`config.mk`:
```
export PLATFORM = sky130hd
export DESIGN_NAME = servo_pulse_qualifier
export DESIGN_NICKNAME = d
export VERILOG_FILES = /design/src/rtl/spq_pkg.sv /design/src/rtl/spq_thr_select.sv /design/src/rtl/spq_pulse_detect.sv /design/src/rtl/spq_hyst_filter.sv /design/src/rtl/servo_pulse_qualifier.sv
export SDC_FILE = /design/constraint.sdc
export NUM_CORES = 1
export LEC_CHECK = 0
export ABC_AREA = 1
export BUFFER_PORTS_ARGS = -buffer_cell sky130_fd_sc_hd__buf_2
export CAP_MARGIN = 20
export CELL_PAD_IN_SITES_DETAIL_PLACEMENT = 1
export CELL_PAD_IN_SITES_GLOBAL_PLACEMENT = 2
export CORE_MARGIN = 5
export CORE_UTILIZATION = 25
export DETAILED_ROUTE_END_ITERATION = 16
export PLACE_DENSITY = 0.78
export SYNTH_ARGS = -nofsm -noshare
export SYNTH_HDL_FRONTEND = slang
export SYNTH_SLANG_ARGS = --single-unit
```
`constraint.sdc`:
```
create_clock -name clk -period 3 [get_ports clk]
set_input_delay 0.6 -clock clk [delete_from_list [all_inputs] [get_ports clk]]
set_output_delay 0.6 -clock clk [all_outputs]
set_load 0.005 [all_outputs]
```
`src/rtl/spq_pkg.sv`:
```
// Package: shared types and helpers for the servo pulse level qualifier.
// Assumes samples are two's complement and thresholds are unsigned magnitudes.
package spq_pkg;

    // Position of one sample relative to the symmetric threshold window.
    typedef enum logic [1:0] {
        LVL_INSIDE = 2'b00,
        LVL_ABOVE  = 2'b01,
        LVL_BELOW  = 2'b10
    } level_e;

endpackage

```
`src/rtl/spq_thr_select.sv`:
```
// Module: spq_thr_select
// Picks the active threshold magnitude from the gate states. The servo gate
// has priority over the read gate. The module also reports whether any gate
// is open and widens the magnitude to the signed compare width.
// Assumes EXT_W > THR_W so the widened value is always non-negative.
module spq_thr_select #(
    parameter int THR_W = 6,
    parameter int EXT_W = 9
) (
    input  logic             servo_gate_i,
    input  logic             read_gate_i,
    input  logic [THR_W-1:0] servo_thr_i,
    input  logic [THR_W-1:0] data_thr_i,
    output logic             gate_open_o,
    output logic [EXT_W-1:0] pos_lim_o,
    output logic [EXT_W-1:0] neg_lim_o
);

    localparam int PAD_W = EXT_W - THR_W;

    logic [THR_W-1:0] thr_mag;

    // Threshold source: servo register first, data register otherwise.
    always_comb begin
        if (servo_gate_i) begin
            thr_mag = servo_thr_i;
        end else if (read_gate_i) begin
            thr_mag = data_thr_i;
        end else begin
            thr_mag = '0;
        end
    end

    // Symmetric limits in the signed compare domain.
    always_comb begin
        pos_lim_o   = {{PAD_W{1'b0}}, thr_mag};
        neg_lim_o   = '0 - pos_lim_o;
        gate_open_o = servo_gate_i | read_gate_i;
    end

endmodule

```
`src/rtl/spq_pulse_detect.sv`:
```
// Module: spq_pulse_detect
// Classifies each sample against the window and flags the first sample of
// every excursion beyond either limit. The tracker re-arms only after a
// sample inside the window, or whenever no gate is open.
// Assumes the limits are already in the EXT_W signed domain.
module spq_pulse_detect
    import spq_pkg::*;
#(
    parameter int SAMPLE_W = 8,
    parameter int EXT_W    = 9
) (
    input  logic                clk,
    input  logic                rst_n,
    input  logic [SAMPLE_W-1:0] sample_i,
    input  logic                gate_open_i,
    input  logic [EXT_W-1:0]    pos_lim_i,
    input  logic [EXT_W-1:0]    neg_lim_i,
    output logic                hit_o,
    output logic                hit_neg_o
);

    localparam int SGN_PAD = EXT_W - SAMPLE_W;

    logic signed [EXT_W-1:0] s_ext;
    level_e                  level;
    logic                    armed_q;

    // Sign-extend the sample and place it relative to the window.
    always_comb begin
        s_ext = $signed({{SGN_PAD{sample_i[SAMPLE_W-1]}}, sample_i});
        if (s_ext > $signed(pos_lim_i)) begin
            level = LVL_ABOVE;
        end else if (s_ext < $signed(neg_lim_i)) begin
            level = LVL_BELOW;
        end else begin
            level = LVL_INSIDE;
        end
    end

    // Pulse event: armed tracker meets a sample outside the window.
    always_comb begin
        hit_o     = gate_open_i && armed_q && (level != LVL_INSIDE);
        hit_neg_o = (level == LVL_BELOW);
    end

    // Excursion tracker: disarm outside the window, re-arm inside or when idle.
    always_ff @(posedge clk) begin
        if (!rst_n) begin
            armed_q <= 1'b1;
        end else if (!gate_open_i) begin
            armed_q <= 1'b1;
        end else begin
            armed_q <= (level == LVL_INSIDE);
        end
    end

endmodule

```
`src/rtl/spq_hyst_filter.sv`:
```
// Module: spq_hyst_filter
// Accepts or rejects detected pulses. In hysteresis mode a pulse with the
// same polarity as the last accepted one is dropped. The polarity memory is
// updated in both modes and clears on any cycle with the servo gate low.
// Assumes hit_i is already gated by an open read or servo window.
module spq_hyst_filter (
    input  logic clk,
    input  logic rst_n,
    input  logic hit_i,
    input  logic hit_neg_i,
    input  logic hyst_mode_i,
    input  logic servo_gate_i,
    output logic accept_o
);

    logic mem_valid_q;
    logic mem_neg_q;
    logic repeat_pol;

    // Rejection test against the remembered polarity.
    always_comb begin
        repeat_pol = mem_valid_q && (mem_neg_q == hit_neg_i);
        accept_o   = hit_i && !(hyst_mode_i && repeat_pol);
    end

    // Polarity memory: cleared outside servo reads, loaded on each acceptance.
    always_ff @(posedge clk) begin
        if (!rst_n) begin
            mem_valid_q <= 1'b0;
            mem_neg_q   <= 1'b0;
        end else if (!servo_gate_i) begin
            mem_valid_q <= 1'b0;
            mem_neg_q   <= 1'b0;
        end else if (accept_o) begin
            mem_valid_q <= 1'b1;
            mem_neg_q   <= hit_neg_i;
        end
    end

endmodule

```
`src/rtl/servo_pulse_qualifier.sv`:
```
// Module: servo_pulse_qualifier (top)
// Level qualifier for servo reads. It selects the threshold, detects
// excursions, applies optional polarity hysteresis and registers a one-cycle
// strobe plus polarity. The outputs only fire for samples taken with the
// servo gate high. The strobe level follows strobe_hi_i.
// Assumes SAMPLE_W > THR_W.
module servo_pulse_qualifier #(
    parameter int SAMPLE_W = 8,
    parameter int THR_W    = 6
) (
    input  logic                clk,
    input  logic                rst_n,
    input  logic [SAMPLE_W-1:0] sample_i,
    input  logic                servo_gate_i,
    input  logic                read_gate_i,
    input  logic [THR_W-1:0]    servo_thr_i,
    input  logic [THR_W-1:0]    data_thr_i,
    input  logic                hyst_mode_i,
    input  logic                strobe_hi_i,
    output logic                qual_strobe_o,
    output logic                pulse_neg_o
);

    localparam int EXT_W = SAMPLE_W + 1;

    logic             gate_open;
    logic [EXT_W-1:0] pos_lim;
    logic [EXT_W-1:0] neg_lim;
    logic             hit;
    logic             hit_neg;
    logic             accept;
    logic             strobe_q;
    logic             neg_q;

    spq_thr_select #(.THR_W(THR_W), .EXT_W(EXT_W)) u_thr (
        .servo_gate_i (servo_gate_i),
        .read_gate_i  (read_gate_i),
        .servo_thr_i  (servo_thr_i),
        .data_thr_i   (data_thr_i),
        .gate_open_o  (gate_open),
        .pos_lim_o    (pos_lim),
        .neg_lim_o    (neg_lim)
    );

    spq_pulse_detect #(.SAMPLE_W(SAMPLE_W), .EXT_W(EXT_W)) u_det (
        .clk         (clk),
        .rst_n       (rst_n),
        .sample_i    (sample_i),
        .gate_open_i (gate_open),
        .pos_lim_i   (pos_lim),
        .neg_lim_i   (neg_lim),
        .hit_o       (hit),
        .hit_neg_o   (hit_neg)
    );

    spq_hyst_filter u_hyst (
        .clk          (clk),
        .rst_n        (rst_n),
        .hit_i        (hit),
        .hit_neg_i    (hit_neg),
        .hyst_mode_i  (hyst_mode_i),
        .servo_gate_i (servo_gate_i),
        .accept_o     (accept)
    );

    // Output register: strobe and polarity only for servo-gated acceptances.
    always_ff @(posedge clk) begin
        if (!rst_n) begin
            strobe_q <= 1'b0;
            neg_q    <= 1'b0;
        end else begin
            strobe_q <= accept && servo_gate_i;
            neg_q    <= accept && servo_gate_i && hit_neg;
        end
    end

    // Output drive: strobe level set live by the polarity bit.
    always_comb begin
        qual_strobe_o = strobe_hi_i ? strobe_q : ~strobe_q;
        pulse_neg_o   = neg_q;
    end

endmodule

```
; After elaboration in Yosys (flattened, before gate mapping)
; Cells that the tools add are included.
[op_classes]
n_addsub = 1
n_lt_le_gt_ge = 2
n_eq_ne = 2
muxes = 5
n_bitwise = 2
n_reduce_logical = 12
[ops]
columns = operator, n
row1 = $mux 6, 2
row2 = $gt 8x7->1, 1
row3 = $lt 8x7->1, 1
row4 = $logic_and 1x1->1, 7
row5 = $sub 1x6->7 const A, 1
row6 = $mux 2, 2
row7 = $reduce_and 2->1, 2
row8 = $eq 2x2->1 const B, 1
row9 = $logic_not 2->1, 1
row10 = $reduce_bool 2->1, 1
row11 = $eq 1x1->1, 1
row12 = $logic_not 1->1, 1
row13 = $mux 1, 1
row14 = $not 1->1, 1
row15 = $or 1x1->1, 1
[totals]
register_bits = 5
input_bits = 26
out_inout_bits = 2

; Longest topological paths before layout
; Gate-level depths: netlist (run 1).
[depth]
ltp_word = 14
depth_mapped = 21
depth_no_buf = 21

; Modules after synthesis
; Synthesis (run 1) repeated with hierarchy kept, for this count alone.
[unflattened]
cells_unflattened = 185
area_unflattened_um2 = 1127.3
[by_module_without_submodules]
columns = mod, instances, cells_per_inst, area_each_um2, seq_area_each_um2
row1 = spq_pulse_detect, 1, 99, 595.6, 20.0
row2 = spq_thr_select, 1, 57, 346.6, 0.0
row3 = spq_hyst_filter, 1, 17, 106.4, 40.0
row4 = servo_pulse_qualifier, 1, 12, 78.8, 40.0

; Least setup slack after synthesis (run 1)
; OpenSTA, ideal clock, no wires.
[synth_timing]
kind = input port to flip-flop
start = input servo_gate_i
end = register u_hyst.mem_neg_q
setup_ns = 0.120
arrival_time_ns = 2.519
path_slack_ns = 0.360
path_stages = 17
path_buffers = 1
cell_sequence = buf_6 > nor2_4 > a22oi_2 > ha_1 > nand3_1 > nor3_1 > ha_1 > nand2_1 > nor2_1 > nor2_2 > nand2_1 > nand2_2 > nand2_2 > a21oi_4 > nand2_1 > nand2_1 > nand2_1
[synth_between]
elab_chain_cells = 11
[synth_rtl]
columns = element, line_no
row1 = "start, declared", servo_pulse_qualifier.sv:14  ; input logic servo_gate_i,
row2 = $mux 6, spq_thr_select.sv:25  ; if (servo_gate_i) begin
row3 = $sub 1x6->7, spq_thr_select.sv:37  ; neg_lim_o = '0 - pos_lim_o;
row4 = $lt 8x7->1, spq_pulse_detect.sv:33  ; end else if (s_ext < $signed(neg_lim_i)) begin
row5 = $mux 2, spq_pulse_detect.sv:33
row6 = $mux 2, spq_pulse_detect.sv:31  ; if (s_ext > $signed(pos_lim_i)) begin
row7 = $eq 2x2->1, spq_pulse_detect.sv:43  ; hit_neg_o = (level == LVL_BELOW);
row8 = $eq 1x1->1, spq_hyst_filter.sv:22  ; repeat_pol = mem_valid_q && (mem_neg_q == hit_neg_i);
row9 = $logic_and 1x1->1, spq_hyst_filter.sv:22
row10 = $logic_and 1x1->1, spq_hyst_filter.sv:23  ; accept_o = hit_i && !(hyst_mode_i && repeat_pol);
row11 = $logic_not 1->1, spq_hyst_filter.sv:23
row12 = $logic_and 1x1->1, spq_hyst_filter.sv:23
row13 = "end signal, assigned", spq_hyst_filter.sv:36  ; mem_neg_q <= hit_neg_i;
row14 = "end, declared", spq_hyst_filter.sv:17  ; logic mem_neg_q;
; Parallel ways exist; a longest one is shown, timed or not.
; A chain may end at the register's enable or synchronous reset.

; Worst setup path after layout (run 1)
; Same ends and word-level chain as after synthesis.

==> results.py, run 1 <==
metrics = {
    "outcome": {
        "status": "finished clean",
    },
    "critical_path": {
        "cp_max_fo": 9,
        "worst_ep_required_time_ps": 3200,
        "cp-end-kind": "register",
        "slowest_stage": "ha_1",
        "arrival_ps": 2970,
        "critPathLaunchType": "input port",
        "path_cells": "buf_2 -> nor2_4 -> a22oi_2 -> ha_1 -> nand3_1 -> nor3_2 -> ha_1 -> nand2_1 -> nor2_1 -> nor2_2 -> nand2_1 -> nand2_2 -> nand2_2 -> a21oi_4 -> o2111ai_1 -> nand2_1",
        "crit_type": "input port to register",
        "cpMostUsedCell": "nand2_1",
        "slowest_delay_ps": 310,
    },
    "final_layout": {
        "num_antenna_cells": 0,
        "syn_to_final_growth_pct": 26.84,
        "drive_above_1_share_pct": 36.43,
        "fin_util_pct": 32.81,
        "fillers": 398,
        "nets": 181,
    },
    "synth": {
        "synth_cell_type_count": 25,
        "ys_top_cells_by_area": "ha_1 (22%), nand2_1 (13%), dfxtp_1 (13%), inv_1 (7.7%), a22oi_2 (4.8%)",
        "syn_area_per_cell_um2": 7.120,
        "yosysWarnings": 0,
        "syn_area_um2": 783.3,
        "syn_inst": 110,
        "syn_nets": 150,
        "yosysTopAreaCell": "ha_1",
        "synth_seq_cells": 5,
        "yosysTopAreaCellShare_pct": 22.36,
        "ys_seq_area_share_pct": 12.78,
    },
    "floorplan": {
        "start_util_pct": 25.87,
        "die_area_um2": 4353,
        "top_level_ports": 28,
        "die_h_um": 65.98,
        "die_x_um": 65.98,
        "core_um2": 3028,
        "rows": 20,
    },
    "power_and_ir_drop": {
        "clock_power_share_pct": 27.3,
        "combPwrFrac_pct": 49.0,
        "p_sw_mw": 0.1210,
        "peakVddDrop_mv": 0.07833,
        "seqPwrFrac_pct": 23.7,
        "p_sw_share_pct": 39.44,
        "power_density_nw_per_um2": 308.8,
        "p_leak_nw": 0.5728,
        "intPower_mw": 0.1858,
    },
    "clock_tree": {
        "cts_resized": 0,
        "ctsHtreeMaxLevel": 1,
        "cts_num_sinks": 5,
        "cts_buffers": 3,
        "cts_tree": "done",
        "path_clk_slew_ps": 50,
        "postCtsSetupBuffers": 0,
        "cts_hold_buf": 0,
        "clkLatencyLatePin_ps": 250,
        "cts_root_buf": "clkbuf_4",
        "cts_buffer_depth": 2,
    },
    "timing": {
        "period_share_pct": 92.53,
        "fin_skew_ps": 0.1498,
        "drv_slew": 0,
        "fin_crit_ps": 2776,
        "tns_ps": 0,
        "relSlewSlack_pct": 77.27,
        "grt_setup_unrepaired": "no",
        "max_freq_mhz": 360.2,
        "tightest_slew_ps": 341.0,
        "finalHoldViolCount": 0,
        "setup_viol": 0,
    },
    "grt": {
        "grt_pass1_vias": 847,
        "grt_antenna_before_repair": 0,
        "use_met3_pct": 2.211,
        "grt_overflow_total": 0,
        "use_met1_pct": 11.14,
        "grtUsageMet2_pct": 17.52,
        "gr-max-usage-layer": "met2",
        "grt_max_degree": 10,
        "grt_util_all_layers_pct": 9.894,
        "grt_pass1_wl_um": 3381,
    },
    "detailed_routing": {
        "firstDrtPassIters": 4,
        "ant_nets": 0,
        "vias": 801,
        "viasPerCell": 4.353,
        "drtIter0Drc": 12,
        "drc": 0,
        "drt-total-wl_um": 2053,
        "wire_per_inst_um": 11.16,
    },
    "placement": {
        "numPortBuffers": 27,
        "routabilityCongestion": 0.7790,
        "hpwl_um": 1830,
    },
    "min_path": {
        "min-delay-path-class": "register to register",
    },
    "flow_run": {
        "maxCapViolCount": 0,
    },
}
[placed cells by master (no fill, tap or decap), drive strengths merged]
master and instances:
nor2 10, nand2 32, xnor2 1, buf 27, or2 1, xor2 4
a22oi 5, a21oi 4, nand3 7, o2111ai 1, clkbuf 4, dfxtp 5
nor3b 1, nand4 2, nor3 1, inv 20, ha 14, a211oi 1
[Yosys cell counts (all sizes together)]
master / count
nand2: 32
inv: 20
ha: 14
nor2: 10
nand3: 7
a22oi: 5
dfxtp: 5
a21oi: 4
xor2: 4
nand4: 2
a211oi: 1
buf: 1
nor3: 1
nor3b: 1
o2111ai: 1
or2: 1
xnor2: 1
[flip-flops by register name, indices dropped and copies added (netlist names)]
register and cells:
strobe_q 1, u_hyst.mem_neg_q 1, pulse_neg_o 1, u_det.armed_q 1, u_hyst.mem_valid_q 1
[critical path: cells and delay by family]
family,cells,cell delay (ps)
buffers and inverters,1,220
AO/OA/AOI/OAI,3,520
adder cells (fa/ha/maj),2,540
AND/OR/NAND/NOR,10,1090
[stage by stage]
step | cell area (µm²) | cells | hold slack, ps | setup WS, ps | total power [mW]
global route | 993.5 | 184 | 517.4 | 15.04 | 0.3387
CTS | 988.4 | 184 | 470.3 | 134.3 | 0.3131
finish | 993.5 | 184 | 464.8 | 224.0 | 0.3067
detailed placement | 962.2 | 180 | 459.8 | -119.5 | 0.2262
global placement | 962.2 | 180 | 467.3 | -6.836 | 0.2197
floorplan | 783.3 | 110 | 440.2 | 360.3 | 0.1805
[logic make-up after synthesis]
group | after synthesis | synth area share, %
AND/OR/NAND/NOR | 54 | 33.71
buffers and inverters | 21 | 11.02
adder cells (fa/ha/maj) | 14 | 22.36
AO/OA/AOI/OAI | 11 | 14.54
XOR/XNOR | 5 | 5.591
flip-flops | 5 | 12.78
[worst paths after layout]
kind	startpoint	end	slack, ps	cells past startpoint
worst min register to register	u_hyst.mem_valid_q$_SDFFE_PN0P_	u_hyst.mem_valid_q$_SDFFE_PN0P_	460	2
worst max-delay path	servo_gate_i	u_hyst.mem_neg_q$_SDFFE_PN0P_	220	16
worst max register to register	u_det.armed_q$_SDFF_PN1_	u_hyst.mem_neg_q$_SDFFE_PN0P_	2140	4
worst min-delay path	u_hyst.mem_valid_q$_SDFFE_PN0P_	u_hyst.mem_valid_q$_SDFFE_PN0P_	460	2
[power by group through the flow]
| stage | Clock [mW] | Sequential (mW) | Combinational (mW) |
|---|---|---|---|
| 2_1_floorplan | 0 | 0.0736 | 0.107 |
| 3_3_place_gp | 0 | 0.0739 | 0.146 |
| 3_5_place_dp | 0 | 0.0740 | 0.152 |
| 4_1_cts | 0.0871 | 0.0727 | 0.153 |
| 5_1_grt | 0.0934 | 0.0729 | 0.172 |
| 6_report | 0.0838 | 0.0726 | 0.150 |
[area by class of cell]
type,instances,area [µm²],area share (%)
clock buffer,4,26.28,2.645
inverter,20,75.07,7.557
multi-input combinational,84,601.8,60.58
sequential,5,100.1,10.08
tap,44,55.05,5.542
timing repair buffer,27,135.1,13.60
[per-layer routing]
layer,vias to the layer above,wire [µm]
met1,360,893
met5,-,0
met2,23,996
li1,415,-
met4,0,22
met3,3,142
Power figures use the tool's default switching activity.
==> inputs of run 2 (changes only) <==
- clock period: 3 -> 3.49 ns (I/O delays scaled with it)
==> results.py, run 2 (synthesis gave the netlist of run 1 again) <==
metrics = {
    "timing": {
        "fin_crit_ps": 2957,
        "tightest_slew_ps": 342.4,
        "grt_setup_unrepaired": "no",
        "max_freq_mhz": 338.2,
        "setup_viol": 0,
        "period_share_pct": 84.74,
        "relSlewSlack_pct": 77.17,
        "fin_skew_ps": 2.824,
        "tns_ps": 0,
        "finalHoldViolCount": 0,
        "drv_slew": 0,
    },
    "floorplan": {
        "start_util_pct": 25.87,
        "rows": 20,
        "core_um2": 3028,
        "top_level_ports": 28,
        "die_h_um": 65.98,
        "die_x_um": 65.98,
        "die_area_um2": 4353,
    },
    "critical_path": {
        "reg2reg_to": "u_hyst.mem_neg_q$_SDFFE_PN0P_",
        "crit_path_start": "servo_gate_i",
        "reg2reg_from": "u_hyst.mem_neg_q$_SDFFE_PN0P_",
        "rr_worst_depth": 6,
        "critPathLaunchType": "input port",
        "path_cells": "buf_2 -> nor2_4 -> a22oi_2 -> ha_1 -> nand3_1 -> nor3_1 -> ha_1 -> nand2_1 -> nor2_1 -> nor2_2 -> nand2_1 -> nand2_2 -> nand2_2 -> a21oi_4 -> nand2_1 -> nand2_1 -> nand2_1",
        "slowest_stage": "ha_1",
        "slowest_delay_ps": 330,
        "crit_type": "input port to register",
        "cp-end-kind": "register",
        "worst_ep_required_time_ps": 3610,
        "cpMostUsedCell": "nand2_1",
        "arrival_ps": 3070,
        "r2r_slack_ps": 2620,
        "cp_max_fo": 9,
    },
    "detailed_routing": {
        "ant_nets": 0,
        "viasPerCell": 4.272,
        "drc": 0,
        "firstDrtPassIters": 4,
        "drtIter0Drc": 28,
        "wire_per_inst_um": 10.93,
        "drt-total-wl_um": 2011,
        "vias": 786,
    },
    "min_path": {
        "whs_path_depth": 2,
        "hold_end": "u_hyst.mem_valid_q$_SDFFE_PN0P_",
        "holdCritStartpoint": "u_hyst.mem_valid_q$_SDFFE_PN0P_",
        "min-delay-path-class": "register to register",
    },
    "final_layout": {
        "fin_util_pct": 32.64,
        "layout_commonest_cell": "nand2_1",
        "final_cell_mix": "nand2_1 (28), buf_2 (27), inv_1 (16)",
        "nets": 181,
        "fillers": 394,
        "num_antenna_cells": 0,
        "syn_to_final_growth_pct": 26.20,
        "drive_above_1_share_pct": 35.71,
    },
    "grt": {
        "grt_antenna_before_repair": 0,
        "grt_max_degree": 10,
        "grt_overflow_total": 0,
        "grt_pass1_wl_um": 3353,
        "grt_pass1_vias": 794,
        "grt_util_all_layers_pct": 9.792,
    },
    "clock_tree": {
        "ctsHtreeMaxLevel": 1,
        "cts_tree": "done",
        "cts_hold_buf": 0,
        "path_clk_slew_ps": 40,
        "clkLatencyLatePin_ps": 230,
        "cts_buffer_depth": 2,
        "cts_root_buf": "clkbuf_4",
        "cts_num_sinks": 5,
        "postCtsSetupBuffers": 0,
        "cts_buffers": 3,
        "cts_resized": 0,
    },
    "power_and_ir_drop": {
        "peakVddDrop_mv": 0.06515,
        "p_leak_nw": 0.5709,
        "power_density_nw_per_um2": 258.8,
    },
    "outcome": {
        "status": "finished clean",
    },
    "placement": {
        "hpwl_um": 1846,
        "routabilityCongestion": 0.7854,
        "numPortBuffers": 27,
    },
    "flow_run": {
        "maxCapViolCount": 0,
    },
}
==> run 2: cell counts in the layout (fill, tap and decap cells not counted) <==
No cell type changed its count.
==> run 2: area by class of cell <==
type | count | area [µm²] | area share (%)
clock buffer | 4 | 26.28 | 2.658
timing repair buffer | 27 | 135.1 | 13.67
multi-input combinational | 84 | 596.8 | 60.38
inverter | 20 | 75.07 | 7.595
sequential | 5 | 100.1 | 10.13
tap | 44 | 55.05 | 5.570
==> run 2: where the power goes <==
part,total [mW],internal [mW],switching (mW)
logic,0.129,0.0552,0.0740
clock network,0.0642,0.0431,0.0211
registers,0.0625,0.0612,0.00131
==> run 2: how the worst max path moves through the flow <==
stage | end | slack [ps]
finish | u_hyst.mem_neg_q$_SDFFE_PN0P_ | 530
global route | u_hyst.mem_neg_q$_SDFFE_PN0P_ | 260
CTS | u_hyst.mem_neg_q$_SDFFE_PN0P_ | 470
detailed placement | u_hyst.mem_neg_q$_SDFFE_PN0P_ | 240
global placement | u_hyst.mem_neg_q$_SDFFE_PN0P_ | 380
floorplan | u_hyst.mem_neg_q$_SDFFE_PN0P_ | 750
==> run 2: routing by layer <==
layer | GRT usage, % | vias up | routed length (µm)
li1 | - | 414 | -
met1 | 12.58 | 350 | 932
met2 | 16.52 | 20 | 931
met3 | 1.701 | 2 | 130
met4 | 3.046 | 0 | 16
met5 | 0 | - | 0
==> run 2: worst max-delay path: cells and delay by family <==
kind	cells	cell delay [ps]
AO/OA/AOI/OAI	2	370
adder cells (fa/ha/maj)	2	560
buffers and inverters	1	220
AND/OR/NAND/NOR	12	1220
==> run 2: through the flow <==
stage	power, mW	area, µm²	std cells	hold slack, ps	setup WS [ps]
after global placement	0.1891	962.2	180	450.4	376.1
after global routing	0.2873	988.4	184	530.6	260.9
after detailed placement	0.1949	962.2	180	460.8	236.3
final	0.2558	988.4	184	467.2	532.7
after floorplan	0.1551	783.3	110	440.2	752.3
after CTS	0.2618	988.4	184	471.8	470.5
==> inputs of run 3 (changes only) <==
- clock period: 3.49 -> 2.9 ns (I/O delays scaled with it)
==> results.py, run 3 (synthesis gave the netlist of run 1 again) <==
metrics = {
    "timing": {
        "fin_crit_ps": 2657,
        "max_freq_mhz": 376.3,
        "finalHoldViolCount": 0,
        "drv_slew": 0,
        "tns_ps": 0,
        "hold_slack_ps": 488.6,
        "tightest_slew_ps": 338.2,
        "setup_ws_ps": 242.8,
        "period_share_pct": 91.63,
        "fin_skew_ps": 3.183,
        "setup_viol": 0,
        "relSlewSlack_pct": 77.46,
        "grt_setup_unrepaired": "no",
    },
    "final_layout": {
        "num_antenna_cells": 0,
        "fin_util_pct": 33.80,
        "syn_to_final_growth_pct": 30.67,
        "fillers": 402,
        "final_cell_mix": "nand2_1 (28), buf_2 (27), inv_1 (16)",
        "drive_above_1_share_pct": 38.19,
        "nets": 185,
        "layout_commonest_cell": "nand2_1",
    },
    "critical_path": {
        "reg2reg_from": "u_hyst.mem_neg_q$_SDFFE_PN0P_",
        "crit_type": "input port to register",
        "arrival_ps": 2780,
        "cp_max_fo": 7,
        "cpMostUsedCell": "nand2_1",
        "cp_top_family": "simple AND/OR/NAND/NOR gates",
        "critPathBufInv": 1,
        "slowest_stage": "ha_1",
        "slowest_delay_ps": 280,
        "r2r_slack_ps": 2030,
        "worst_ep_required_time_ps": 3030,
        "cp-end-kind": "register",
        "rr_worst_depth": 6,
        "path_cells": "buf_2 -> nor2_4 -> a22oi_2 -> ha_1 -> nand3_1 -> nor3_2 -> ha_1 -> nand2_1 -> nor2_1 -> nor2_2 -> nand2_1 -> nand2_2 -> nand2_2 -> a21oi_4 -> nand2_1 -> nand2_1 -> nand2_1",
        "critPathLaunchType": "input port",
        "reg2reg_to": "u_hyst.mem_neg_q$_SDFFE_PN0P_",
    },
    "floorplan": {
        "die_h_um": 65.98,
        "top_level_ports": 28,
        "die_x_um": 65.98,
        "die_area_um2": 4353,
        "rows": 20,
        "core_um2": 3028,
        "start_util_pct": 25.87,
    },
    "min_path": {
        "whs_path_depth": 2,
        "hold_end": "u_hyst.mem_valid_q$_SDFFE_PN0P_",
        "holdCritStartpoint": "u_hyst.mem_valid_q$_SDFFE_PN0P_",
        "min-delay-path-class": "register to register",
    },
    "clock_tree": {
        "cts_hold_buf": 0,
        "postCtsSetupBuffers": 0,
        "cts_root_buf": "clkbuf_4",
        "cts_buffer_depth": 2,
        "cts_tree": "done",
        "ctsHtreeMaxLevel": 1,
        "cts_num_sinks": 5,
        "path_clk_slew_ps": 40,
        "clkLatencyLatePin_ps": 240,
        "cts_buffers": 3,
        "cts_resized": 0,
    },
    "placement": {
        "hpwl_um": 1711,
        "place_ws_ps": -135.9,
        "numPortBuffers": 27,
        "routabilityCongestion": 0.7882,
    },
    "detailed_routing": {
        "drc": 0,
        "firstDrtPassIters": 3,
        "vias": 786,
        "viasPerCell": 4.181,
        "wire_per_inst_um": 9.941,
        "drtIter0Drc": 25,
        "drt-total-wl_um": 1869,
        "ant_nets": 0,
    },
    "outcome": {
        "status": "finished clean",
    },
    "grt": {
        "grt_overflow_total": 0,
        "grt_pass1_wl_um": 3132,
        "grt_antenna_before_repair": 0,
        "grt_pass1_vias": 785,
        "grt_util_all_layers_pct": 8.847,
        "grt_max_degree": 8,
    },
    "power_and_ir_drop": {
        "power_mw": 0.3142,
        "power_density_nw_per_um2": 307.0,
        "p_leak_nw": 0.5920,
        "intPower_mw": 0.1968,
        "combPwrFrac_pct": 51.0,
        "p_sw_share_pct": 37.36,
        "clock_power_share_pct": 25.0,
        "seqPwrFrac_pct": 24.0,
        "peakVddDrop_mv": 0.07923,
        "p_sw_mw": 0.1174,
    },
    "flow_run": {
        "maxCapViolCount": 0,
    },
}
run 3: cell types whose count changed in the layout (fill, tap and decap cells not counted):
cell / delta
buf_4: +4
nor3_1: -1
nor3_2: +1
run 3: power by group through the flow:
| stage | logic, mW | clock network [mW] | registers, mW |
|---|---|---|---|
| floorplan | 0.111 | 0 | 0.0762 |
| global placement | 0.156 | 0 | 0.0765 |
| detailed placement | 0.162 | 0 | 0.0766 |
| CTS | 0.163 | 0.0809 | 0.0754 |
| global route | 0.186 | 0.0856 | 0.0759 |
| finish | 0.160 | 0.0786 | 0.0753 |
run 3: final cells by class:
type / instances / area [µm²] / area share, %
timing repair buffer: 31 / 165.2 / 16.14
inverter: 20 / 75.07 / 7.335
sequential: 5 / 100.1 / 9.780
clock buffer: 4 / 26.28 / 2.567
multi-input combinational: 84 / 601.8 / 58.80
tap: 44 / 55.05 / 5.379
run 3: metal layers:
metal	GRT usage [%]	part of all wire, %	vias up
li1	-	-	424
met1	12.50	51	342
met2	13.52	41	20
met3	1.871	7.9	0
met4	2.284	0	0
met5	0	0	-
run 3: through the flow:
stage	instances	area [µm²]
final	188	1023
after floorplan	110	783.3
after CTS	188	1018
after global placement	184	992.2
after detailed placement	184	992.2
after global routing	188	1023
run 3: worst max path at each step:
stage,slack [ps],to,cells after the start,startpoint
after global placement,-100,u_hyst.mem_neg_q$_SDFFE_PN0P_,17,servo_gate_i
after floorplan,280,u_hyst.mem_neg_q$_SDFFE_PN0P_,17,servo_gate_i
after CTS,110,u_hyst.mem_neg_q$_SDFFE_PN0P_,17,servo_gate_i
after detailed placement,-140,u_hyst.mem_neg_q$_SDFFE_PN0P_,17,servo_gate_i
after global routing,20,u_hyst.mem_neg_q$_SDFFE_PN0P_,17,servo_gate_i
final,240,u_hyst.mem_neg_q$_SDFFE_PN0P_,17,servo_gate_i
run 3: worst min-delay path, cell delays in order, from the launching register on:
cell and delay, ps:
dfxtp_1 330, nor2_1 50, nor2_1 70
